`src/rtl/bt_pkg.sv`:
```
package bt_pkg;
    typedef enum logic {
        ST_SCAN   = 1'b0,
        ST_SQUASH = 1'b1
    } bt_state_e;

    localparam logic [7:0] BR_MAJOR_DEFAULT = 8'h60;
endpackage

```
`src/rtl/bt_decode.sv`:
```
module bt_decode #(
    parameter int         AW       = 32,
    parameter logic [7:0] BR_MAJOR = 8'h60
) (
    input  logic [15:0]   opcode,
    input  logic [15:0]   ext,
    output logic          is_branch,
    output logic [AW-1:0] disp
);
    localparam int SHORT_PAD = AW - 8;
    localparam int LONG_PAD  = AW - 16;

    logic short_zero;

    always_comb begin
        is_branch  = (opcode[15:8] == BR_MAJOR);
        short_zero = (opcode[7:0] == 8'h00);
        if (short_zero)
            disp = {{LONG_PAD{ext[15]}}, ext};
        else
            disp = {{SHORT_PAD{opcode[7]}}, opcode[7:0]};
    end
endmodule

```
`src/rtl/bt_target.sv`:
```
module bt_target #(
    parameter int AW = 32
) (
    input  logic [AW-1:0] base,
    input  logic [AW-1:0] disp,
    output logic [AW-1:0] target
);
    always_comb target = base + disp;
endmodule

```
`src/rtl/bt_squash_fsm.sv`:
```
module bt_squash_fsm
    import bt_pkg::*;
#(
    parameter int SHADOW = 1
) (
    input  logic clk,
    input  logic rst_n,
    input  logic in_valid,
    input  logic is_branch,
    output logic live,
    output logic take
);
    localparam int CW = (SHADOW > 1) ? $clog2(SHADOW) : 1;

    bt_state_e     state_q, state_d;
    logic [CW-1:0] cnt_q, cnt_d;

    // state register
    always_ff @(posedge clk) begin
        if (!rst_n) begin
            state_q <= ST_SCAN;
            cnt_q   <= '0;
        end else begin
            state_q <= state_d;
            cnt_q   <= cnt_d;
        end
    end

    // next-state logic
    always_comb begin
        state_d = state_q;
        cnt_d   = cnt_q;
        unique case (state_q)
            ST_SCAN: begin
                if (in_valid && is_branch) begin      // T_HIT
                    state_d = ST_SQUASH;
                    cnt_d   = CW'(SHADOW - 1);
                end                                   // else T_STAY
            end
            ST_SQUASH: begin
                if (cnt_q == '0)
                    state_d = ST_SCAN;                // T_RESUME
                else
                    cnt_d = cnt_q - 1'b1;             // T_DRAIN
            end
            default: state_d = ST_SCAN;
        endcase
    end

    // outputs
    always_comb begin
        live = (state_q == ST_SCAN) && in_valid;
        take = live && is_branch;
    end

    // a redirect always opens a discard window of at least one cycle
    p_no_back_to_back_r6: assert property (@(posedge clk) disable iff (!rst_n)
        take |=> !live);
endmodule

```
`src/rtl/bt_redirect.sv`:
```
module bt_redirect
    import bt_pkg::*;
#(
    parameter int         AW       = 32,
    parameter int         SHADOW   = 1,
    parameter logic [7:0] BR_MAJOR = BR_MAJOR_DEFAULT
) (
    input  logic          clk,
    input  logic          rst_n,
    input  logic          dec_valid,
    input  logic [15:0]   dec_opcode,
    input  logic [15:0]   dec_ext,
    input  logic [AW-1:0] dec_pc,
    output logic          redir_valid,
    output logic [AW-1:0] redir_target,
    output logic          fetch_flush,
    output logic          fwd_valid,
    output logic [15:0]   fwd_opcode,
    output logic [15:0]   fwd_ext,
    output logic [AW-1:0] fwd_pc
);
    logic          is_branch;
    logic [AW-1:0] disp;
    logic          live;
    logic          take;

    bt_decode #(.AW(AW), .BR_MAJOR(BR_MAJOR)) u_dec (
        .opcode    (dec_opcode),
        .ext       (dec_ext),
        .is_branch (is_branch),
        .disp      (disp)
    );

    bt_target #(.AW(AW)) u_add (
        .base   (dec_pc),
        .disp   (disp),
        .target (redir_target)
    );

    bt_squash_fsm #(.SHADOW(SHADOW)) u_fsm (
        .clk       (clk),
        .rst_n     (rst_n),
        .in_valid  (dec_valid),
        .is_branch (is_branch),
        .live      (live),
        .take      (take)
    );

    always_comb begin
        redir_valid = take;
        fetch_flush = take;
    end

    // downstream stage register
    always_ff @(posedge clk) begin
        if (!rst_n) begin
            fwd_valid  <= 1'b0;
            fwd_opcode <= '0;
            fwd_ext    <= '0;
            fwd_pc     <= '0;
        end else begin
            fwd_valid  <= live;
            fwd_opcode <= dec_opcode;
            fwd_ext    <= dec_ext;
            fwd_pc     <= dec_pc;
        end
    end

    // the branch that redirects is itself forwarded next cycle
    p_branch_forwarded_r5: assert property (@(posedge clk) disable iff (!rst_n)
        redir_valid |=> (fwd_valid && fwd_pc == $past(dec_pc)));

    // no redirect without a valid instruction
    p_redir_needs_valid_r4: assert property (@(posedge clk) disable iff (!rst_n)
        !dec_valid |-> !redir_valid);

    // forwarded instructions come from a valid decode slot
    p_fwd_from_valid_r8: assert property (@(posedge clk) disable iff (!rst_n)
        fwd_valid |-> $past(dec_valid));
endmodule

```
`config.mk`:
```
export PLATFORM = sky130hd
export DESIGN_NAME = bt_redirect
export DESIGN_NICKNAME = d
export VERILOG_FILES = /design/src/rtl/bt_pkg.sv /design/src/rtl/bt_decode.sv /design/src/rtl/bt_target.sv /design/src/rtl/bt_squash_fsm.sv /design/src/rtl/bt_redirect.sv
export SDC_FILE = /design/constraint.sdc
export NUM_CORES = 1
export LEC_CHECK = 0
export ABC_AREA = 1
export BUFFER_PORTS_ARGS = -buffer_cell sky130_fd_sc_hd__buf_2
export CELL_PAD_IN_SITES_DETAIL_PLACEMENT = 2
export CELL_PAD_IN_SITES_GLOBAL_PLACEMENT = 2
export CORE_UTILIZATION = 27
export DETAILED_ROUTE_END_ITERATION = 10
export PLACE_DENSITY_LB_ADDON = 0.3
export RECOVER_POWER = 100
export SLEW_MARGIN = 0
export SYNTH_ARGS = -nofsm -noshare
export SYNTH_HDL_FRONTEND = slang
export SYNTH_HIERARCHICAL = 1
export SYNTH_SLANG_ARGS = --single-unit
```
`constraint.sdc`:
```
create_clock -name clk -period 13.3 [get_ports clk]
set_input_delay 3.99 -clock clk [delete_from_list [all_inputs] [get_ports clk]]
set_output_delay 3.99 -clock clk [all_outputs]
set_load 0.05 [all_outputs]
```
Word level (Yosys, flattened, before mapping)
Index checks and enable logic that the tools add are counted.
{"block": "classes", "add_sub_neg": 2, "n_eq_ne": 2, "muxes": 7, "n_bitwise": 1, "n_reduce_logical": 4}
{"cell": "32-bit adder", "count": 1}
{"cell": "32-bit 2-to-1 mux", "count": 1}
{"cell": "8-bit by 7-bit == test with 1-bit output (second input constant)", "count": 1}
{"cell": "8-bit logical NOT", "count": 1}
{"cell": "1-bit 2-to-1 mux", "count": 4}
{"cell": "1-bit one-hot mux with 2 select lines", "count": 2}
{"cell": "1-bit logical AND", "count": 3}
{"cell": "2-bit by 1-bit != test with 1-bit output (second input constant)", "count": 1}
{"cell": "1-bit NOT", "count": 1}
{"cell": "1-bit subtractor (second input constant)", "count": 1}
{"block": "word_totals", "regBits": 67, "input_bits": 67, "word_cells": 22}

Depth between registers and ports, before layout
Gate-level depths: netlist of the first run.
{"block": "depth", "word_depth": 4, "depth_mapped": 18}

Modules after synthesis
The synthesis of the first run kept the hierarchy.
{"module": "bt_target", "n_inst": 1, "cells_per_inst": 494, "area_per_inst_um2": 2384.8, "seq_area_each_um2": 0.0}
{"module": "bt_redirect", "n_inst": 1, "cells_per_inst": 203, "area_per_inst_um2": 1865.5, "seq_area_each_um2": 1301.2}
{"module": "bt_decode", "n_inst": 1, "cells_per_inst": 70, "area_per_inst_um2": 354.1, "seq_area_each_um2": 0.0}
{"module": "bt_squash_fsm", "n_inst": 1, "cells_per_inst": 8, "area_per_inst_um2": 48.8, "seq_area_each_um2": 20.0}

Worst setup path after synthesis of the first run
Ideal clock, no wire load.
{"block": "synth_timing", "kind": "in2out", "from": "input port dec_opcode[4]", "to": "output port redir_target[12]", "arrival_ps": 6242, "setup_slack_ps": 3068, "path_stages": 15, "path_cell_list": "nor2_1 -> nand2_1 -> nor2_4 -> buf_6 -> nand2_2 -> nand2_1 -> ha_1 -> fa_1 -> nand3_1 -> nand3_2 -> nand2_1 -> nand2_2 -> nand2_1 -> nand2_2 -> xor2_1"}
{"block": "synth_via", "elab_chain_cells": 3}
{"element": "start, declared", "line_no": "bt_redirect.sv:11", "source": "input logic [15:0] dec_opcode,"}
{"element": "8-bit logical NOT", "line_no": "bt_decode.sv:17", "source": "short_zero = (opcode[7:0] == 8'h00);"}
{"element": "32-bit 2-to-1 mux", "line_no": "bt_decode.sv:18", "source": "if (short_zero)"}
{"element": "named net disp[0]", "line_no": "bt_redirect.sv:23", "source": "logic [AW-1:0] disp;"}
{"element": "32-bit adder", "line_no": "bt_target.sv:8", "source": "always_comb target = base + disp;"}
{"element": "end, declared", "line_no": "bt_redirect.sv:15", "source": "output logic [AW-1:0] redir_target,"}
The timed path passes the listed nets, and every way through them passes these cells.

Worst setup path after layout of the first run
{"block": "layout_timing", "from": "input port dec_opcode[6]", "to": "output port redir_target[30]"}
Same word-level chain as after synthesis.

==> results of run 1 <==
## area by class of cell
cell class              count  area share
clock buffers              11      0.0438
clock inverters             4      0.0171
repair buffers            166       0.122
well taps                 220      0.0477
inverters                 188       0.122
multi-input cells         496       0.418
flip-flops and latches     66       0.229
## worst paths after layout
path	from	to	slack, ps	cells after the start
setup / recovery	dec_opcode[6]	redir_target[30]	1480	16
hold / removal	u_fsm/state_q$_SDFF_PP0_	u_fsm/state_q$_SDFF_PP0_	500	3
setup reg to reg	u_fsm/state_q$_SDFF_PP0_	fwd_valid$_SDFF_PN0_	12580	5
hold reg to reg	u_fsm/state_q$_SDFF_PP0_	u_fsm/state_q$_SDFF_PP0_	500	3
## Yosys cell counts, drive strengths merged
library cell    n
xor2           14
a21o            1
buf            25
nor2           51
xnor2           2
a21oi          20
fa              1
dfxtp          66
o21bai          2
nand3          28
inv           187
or2             1
nor3            5
clkinv          1
nand4           3
nand2         337
ha             31
## kinds of logic after synthesis
kind of cell    Yosys count
simple gates            425
buf+inv                 213
flops                    66
fa+ha+maj                32
compound gates           23
xor+xnor                 16
## power breakdown
part | internal, W | leakage, nW | total, W | switching, W
registers | 0.000208 | 0.550 | 0.000211 | 0.00000283
clock network | 0.000193 | 0.172 | 0.000287 | 0.0000943
logic | 0.0000611 | 2.89 | 0.000277 | 0.000216
## per-layer routing
metal | vias to the layer above | part of all wire | track usage
met4 | 0 | 0.0093 | 0.0455
met1 | 2329 | 0.49 | 0.266
met3 | 10 | 0.032 | 0.0361
met5 | - | 0 | 0
met2 | 100 | 0.47 | 0.348
li1 | 2526 | - | -
## cell usage in the layout, fill, tap and decap left out, types with 3 or more instances in the layout
cell type | Yosys | layout
nand2_1 | 318 | 318
inv_1 | 184 | 184
clkbuf_1 | 0 | 99
buf_2 | 1 | 67
dfxtp_1 | 66 | 66
nor2_1 | 46 | 47
ha_1 | 31 | 31
nand3_1 | 24 | 24
nand2_2 | 19 | 19
a21oi_1 | 19 | 19
xor2_1 | 14 | 14
clkbuf_16 | 0 | 9
nor2_2 | 4 | 4
nand3_2 | 4 | 4
bufinv_16 | 0 | 3
inv_2 | 3 | 3
nor3_1 | 3 | 3
nand4_1 | 3 | 3
## sequential cells by signal, summed over array words and instances (netlist names)
name           count
fwd_opcode        16
fwd_ext           16
u_fsm/state_q      1
fwd_valid          1
fwd_pc            32
## worst reg2reg max path, cell delays in order, from the launching register on
cell and delay, ps:
dfxtp_1 290, inv_1 60, nand2_2 60, inv_1 70, nand2_1 50, inv_1 120
## stage by stage
step                      hold WS, ps  std cells  area [µm²]  setup WS [ps]
after floorplan                   460        775        4650           3070
after global placement            480       1136        5550           2310
after detailed placement          491       1136        5550           2240
after CTS                         500       1151        5910           2220
after global routing              558       1151        5770           1140
final                             498       1151        5770           1480
==> out/metrics.cfg, run 1 <==
[status]
status=finished with violations
violations=capacitance limit, slew limit

[logic_synthesis]
synthCells=775
synth_top_area_frac=0.284
synthSimpleGateAreaFrac=0.375
avgSynthCellArea_um2=6.00
synthAdderAreaFrac=0.0877
muxShareOfSynthArea=0
synth-compound-area-share=0.0272
synth_top_area_cell=dfxtp_1
seq_area_frac_synth=0.284
synth_nets=874
synth_warnings=6
ys_ff_latch=66
synth_top_family_by_area=simple AND/OR/NAND/NOR gates
yosys.area_share.xor_xnor=0.0301
syn_area_um2=4650
synth_cell_type_count=26
synthTopCellsByArea=dfxtp_1, nand2_1, inv_1

[worst_setup_path]
cp_top_family=simple AND/OR/NAND/NOR gates
critPathLaunchType=primary input
max_stage_delay_ps=870
cp_max_fo=17
crit_path_top_delay_cell=nor2_1
path_buf_inv=2
crit_path_frequent_cell=nand2_1
path_cells=buf_2, nor2_2, nand2_2, nor2_1, nand2_1, nand2_1, ha_1, nand2_1, nor2_1, nand2_1, nor2_1, nand2_1, nand2_1, nand2_1, nand2_1, clkbuf_1
critPathKind=in -> out
crit_arrival_ps=7830
end_kind=output port
required_ps=9310

[route]
drcViolationCount=0
drt_pass1_iterations=4
drt_iter0_markers=124
ant_nets=0
wl_per_cell_um=15.1
vias_per_cell=4.31
vias=4965
drt-total-wl_um=17400

[floorplanning]
initial_core_util=0.279
ios=166
core_um2=16700
num_rows=47
die_area_um2=17800
die_w_um=133
die_h_um=133

[placement]
portBuffers=165
gp_routability_congestion=0.860
dpl.hpwl_um=14300

[sta]
max_slew_margin=-1.01
worst_pin_slew_ps=3020
min_period_over_period=0.889
rsz0062_at_grt=false
fmax_ghz=0.0846
clock_skew_ps=0.527
maxSlewViolCount=67
finalSetupViolCount=0
report.final.hold_viol_count=0
setup_tns_ps=0
final.min_clock_period_ps=11820

[global_routing]
grt_usage=0.204
antenna_found_initial=0
grt_overflow_total=0
grt_pass1_vias=5446
grt_max_degree=67
grt_pass1_wl_um=28100

[final_layout]
final_util=0.346
diodes=0
final_nets=1026
multi_input_area_um2=2410
drive_gt1_frac=0.125
seq_area_um2=1320
fillCellCount=2211
syn_to_final_growth_pct=24.0

[power_and_ir_drop]
p_total_w=0.000775
ir_worst_vdd_mv=0.0600
p_leak_nw=3.61
p_per_area_nw_per_um2=134

[clock_network]
clock_latency_ps=330
hold_buffers=0
htree_num_levels=3
cts_tree=done
cts.sinks=66
clkTransAtPathRegs_ps=50
cts-root-buf=clkbuf_16
clockBufferDepth=2
post_cts_buffers=0
cts_buffers=9
post_cts_resized=0

[run]
cap_violations=1

[min_path]
hold_path.class=reg -> reg

(Power assumes the default switching activity.)
==> inputs of run 2 (changes only) <==
Settings changed: ABC_AREA 1 to default, CORE_UTILIZATION 27 to 30, SKIP_CTS_REPAIR_TIMING from default to 1.
==> run 2 against run 1 <==
Net effect: the flow still finishes with violations (capacitance limit, slew limit); cell count fell by 32%; hold slack improved by 74 ps; maximum frequency fell by 2.2%; non-clock buffer count fell by 1; register-to-register slack got worse by 80 ps; sequential power barely moved; core utilization rose by 3.9 points; clock skew rose by 6.9 ps; sequential share of layout area rose by 3.0 points; critical path type unchanged; critical endpoint unchanged.
==> out/metrics.cfg, run 2 <==
[status]
status=finished with violations
violations=capacitance limit, slew limit

[logic_synthesis]
async_flop_share=0  ; unchanged
synth_cell_type_count=66  ; +150%
synth_edf_count=0  ; unchanged
avgSynthCellArea_um2=8.96  ; +49%
synthCells=459  ; -41%
synthTopCellsByCount=and2_1, dfxtp_1, ha_1, a21oi_1, nor2_1
synth_most_common_cell=and2_1
synth_top_area_frac=0.321  ; +0.0374
syn_area_um2=4110  ; -12%
seq_area_frac_synth=0.321  ; +0.0374
ys_ff_latch=66  ; unchanged
synthTopCellsByArea=dfxtp_1, and2_1, ha_1
synth-main-ff-cell=dfxtp_1
synth_nets=558  ; -36%
synth_warnings=6  ; unchanged
synth_top_area_cell=dfxtp_1

[placement]
portBuffers=165  ; unchanged
gp_routability_congestion=0.840  ; -2.3%
dpl.hpwl_um=11500  ; -20%
dpl_cell_area_um2=4920  ; -11%

[worst_setup_path]
critPathKind=in -> out
crit_arrival_ps=8100  ; +270 ps
cp_max_fo=17  ; unchanged
critPathLaunchType=primary input
required_ps=9310  ; about the same
end_kind=output port

[route]
drt_pass1_iterations=4  ; unchanged
drcViolationCount=0  ; unchanged
vias=3990  ; -20%
ant_nets=0  ; unchanged
wl_per_cell_um=18.9  ; +25%
drt_iter0_markers=174  ; +40%
vias_per_cell=5.08  ; +18%
drt-total-wl_um=14900  ; -15%

[global_routing]
grt_pass1_vias=4166  ; -24%
grt_usage=0.213  ; +0.00929
antenna_found_initial=1  ; +1
grt_overflow_total=0  ; unchanged
grt_max_degree=67  ; unchanged
grt_pass1_wl_um=23300  ; -17%

[final_layout]
final_area_um2=5110  ; -12%
final_nets=703  ; -31%
largest_register_ffs=32  ; unchanged
drive_gt1_frac=0.164  ; +0.0396
final_common_cell=clkbuf_1
fillCellCount=1595  ; -28%
syn_to_final_growth_pct=24.2
reg_top3=fwd_pc (32), fwd_ext (16), fwd_opcode (16)
top_register=fwd_pc
layout_common_cells=clkbuf_1, buf_2, dfxtp_1, and2_0, ha_1

[clock_network]
clock_latency_ps=350  ; +20 ps
cts_buffers=9  ; unchanged
clkTransAtPathRegs_ps=70  ; +20 ps
htree_num_levels=3  ; unchanged
cts_tree=done
cts-root-buf=clkbuf_16
cts.sinks=66  ; unchanged
clockBufferDepth=2  ; unchanged

[floorplanning]
num_rows=42  ; -11%
core_um2=13300  ; -20%
die_area_um2=14200  ; -20%
ios=166  ; unchanged
die_h_um=119  ; -11%
initial_core_util=0.309  ; +0.0306
die_w_um=119  ; -11%

[power_and_ir_drop]
p_int_w=0.000444  ; -4.0%
p_leak_nw=2.23  ; -38%
pwr-share-comb=0.367  ; +0.010
swShare=0.415  ; +0.0109
pwr-share-clk=0.354  ; -0.016
sequentialPowerShare=0.278  ; +0.006
p_sw_w=0.000314  ; +0.43%
p_per_area_nw_per_um2=148  ; +11%
ir_worst_vdd_mv=0.0556  ; -7.2%

[run]
cap_violations=1  ; unchanged

[sta]
setup_tns_ps=0  ; unchanged
worst_pin_slew_ps=2340  ; -682 ps
max_slew_margin=-0.558  ; +0.455
report.final.hold_viol_count=0  ; unchanged
maxSlewViolCount=67  ; unchanged
min_period_over_period=0.909  ; +0.0202
final.min_clock_period_ps=12090  ; +269 ps
finalSetupViolCount=0  ; unchanged
clock_skew_ps=7.39  ; +6.86 ps
fmax_ghz=0.0827  ; -2.2%
rsz0062_at_grt=false

[min_path]
hold_path.class=reg -> reg

[run 2: layout make-up]
class                   count  area, µm²  area share
flip-flops and latches     66       1320       0.259
inverters                  14       52.6      0.0103
clock buffers               9        225      0.0441
repair buffers            165        708       0.139
clock inverters             7        101      0.0198
multi-input cells         348       2480       0.485
well taps                 176        220      0.0431
diodes                      1       2.50    0.000490
[run 2: worst paths after layout]
kind | depth (start not counted) | startpoint | slack (ps) | endpoint
max reg2reg | 2 | u_fsm/state_q$_SDFF_PP0_ | 12500 | fwd_valid$_SDFF_PN0_
max | 11 | dec_opcode[0] | 1210 | redir_target[30]
min reg2reg | 1 | u_fsm/state_q$_SDFF_PP0_ | 570 | u_fsm/state_q$_SDFF_PP0_
min | 1 | u_fsm/state_q$_SDFF_PP0_ | 570 | u_fsm/state_q$_SDFF_PP0_
[run 2: cells by family (layout without fill, tap and decap cells)]
logic type	Yosys count	in the layout	share of synthesized area
buf+inv	45	195	0.0715
fa+ha+maj	32	32	0.0992
other cells	0	1	0
xor+xnor	27	27	0.0575
compound gates	121	121	0.214
flops	66	66	0.321
simple gates	165	165	0.229
mux	3	3	0.00761
[run 2: per-layer routing]
| metal | global-route usage | vias up | wire length, µm |
|---|---|---|---|
| met5 | 0 | - | 0 |
| met1 | 0.275 | 1946 | 6840 |
| met3 | 0.0450 | 10 | 693 |
| li1 | - | 1922 | - |
| met4 | 0.0570 | 0 | 141 |
| met2 | 0.359 | 112 | 7180 |
[run 2: worst max-delay path, cell delays in order]
cell      delay [ps]
buf_2            140
nor4_4           630
a41o_1           780
ha_1             450
a21oi_1          290
o22ai_1          130
o41ai_1          650
or2_2            220
o2111a_1         200
xnor2_1          120
clkbuf_1         490
[run 2: through the flow]
| step | hold slack, ps | instances | power (W) | util | setup WS, ps |
|---|---|---|---|---|---|
| 2_1_floorplan | 532 | 459 | 0.000433 | - | 2090 |
| 3_3_place_gp | 552 | 769 | 0.000497 | 0.370 | 1790 |
| 3_5_place_dp | 556 | 769 | 0.000501 | 0.370 | 1680 |
| 4_1_cts | 584 | 785 | 0.000775 | 0.394 | 1640 |
| 5_1_grt | 606 | 786 | 0.000793 | 0.384 | 915 |
| 6_report | 572 | 786 | 0.000758 | 0.384 | 1210 |
[run 2: power groups by stage]
stage	Clock (W)	Sequential, W	Combinational, W
after floorplan	0	0.000252	0.000181
after global placement	0	0.000215	0.000282
after detailed placement	0	0.000215	0.000286
after CTS	0.000275	0.000211	0.000289
after global routing	0.000285	0.000212	0.000296
final	0.000268	0.000211	0.000278
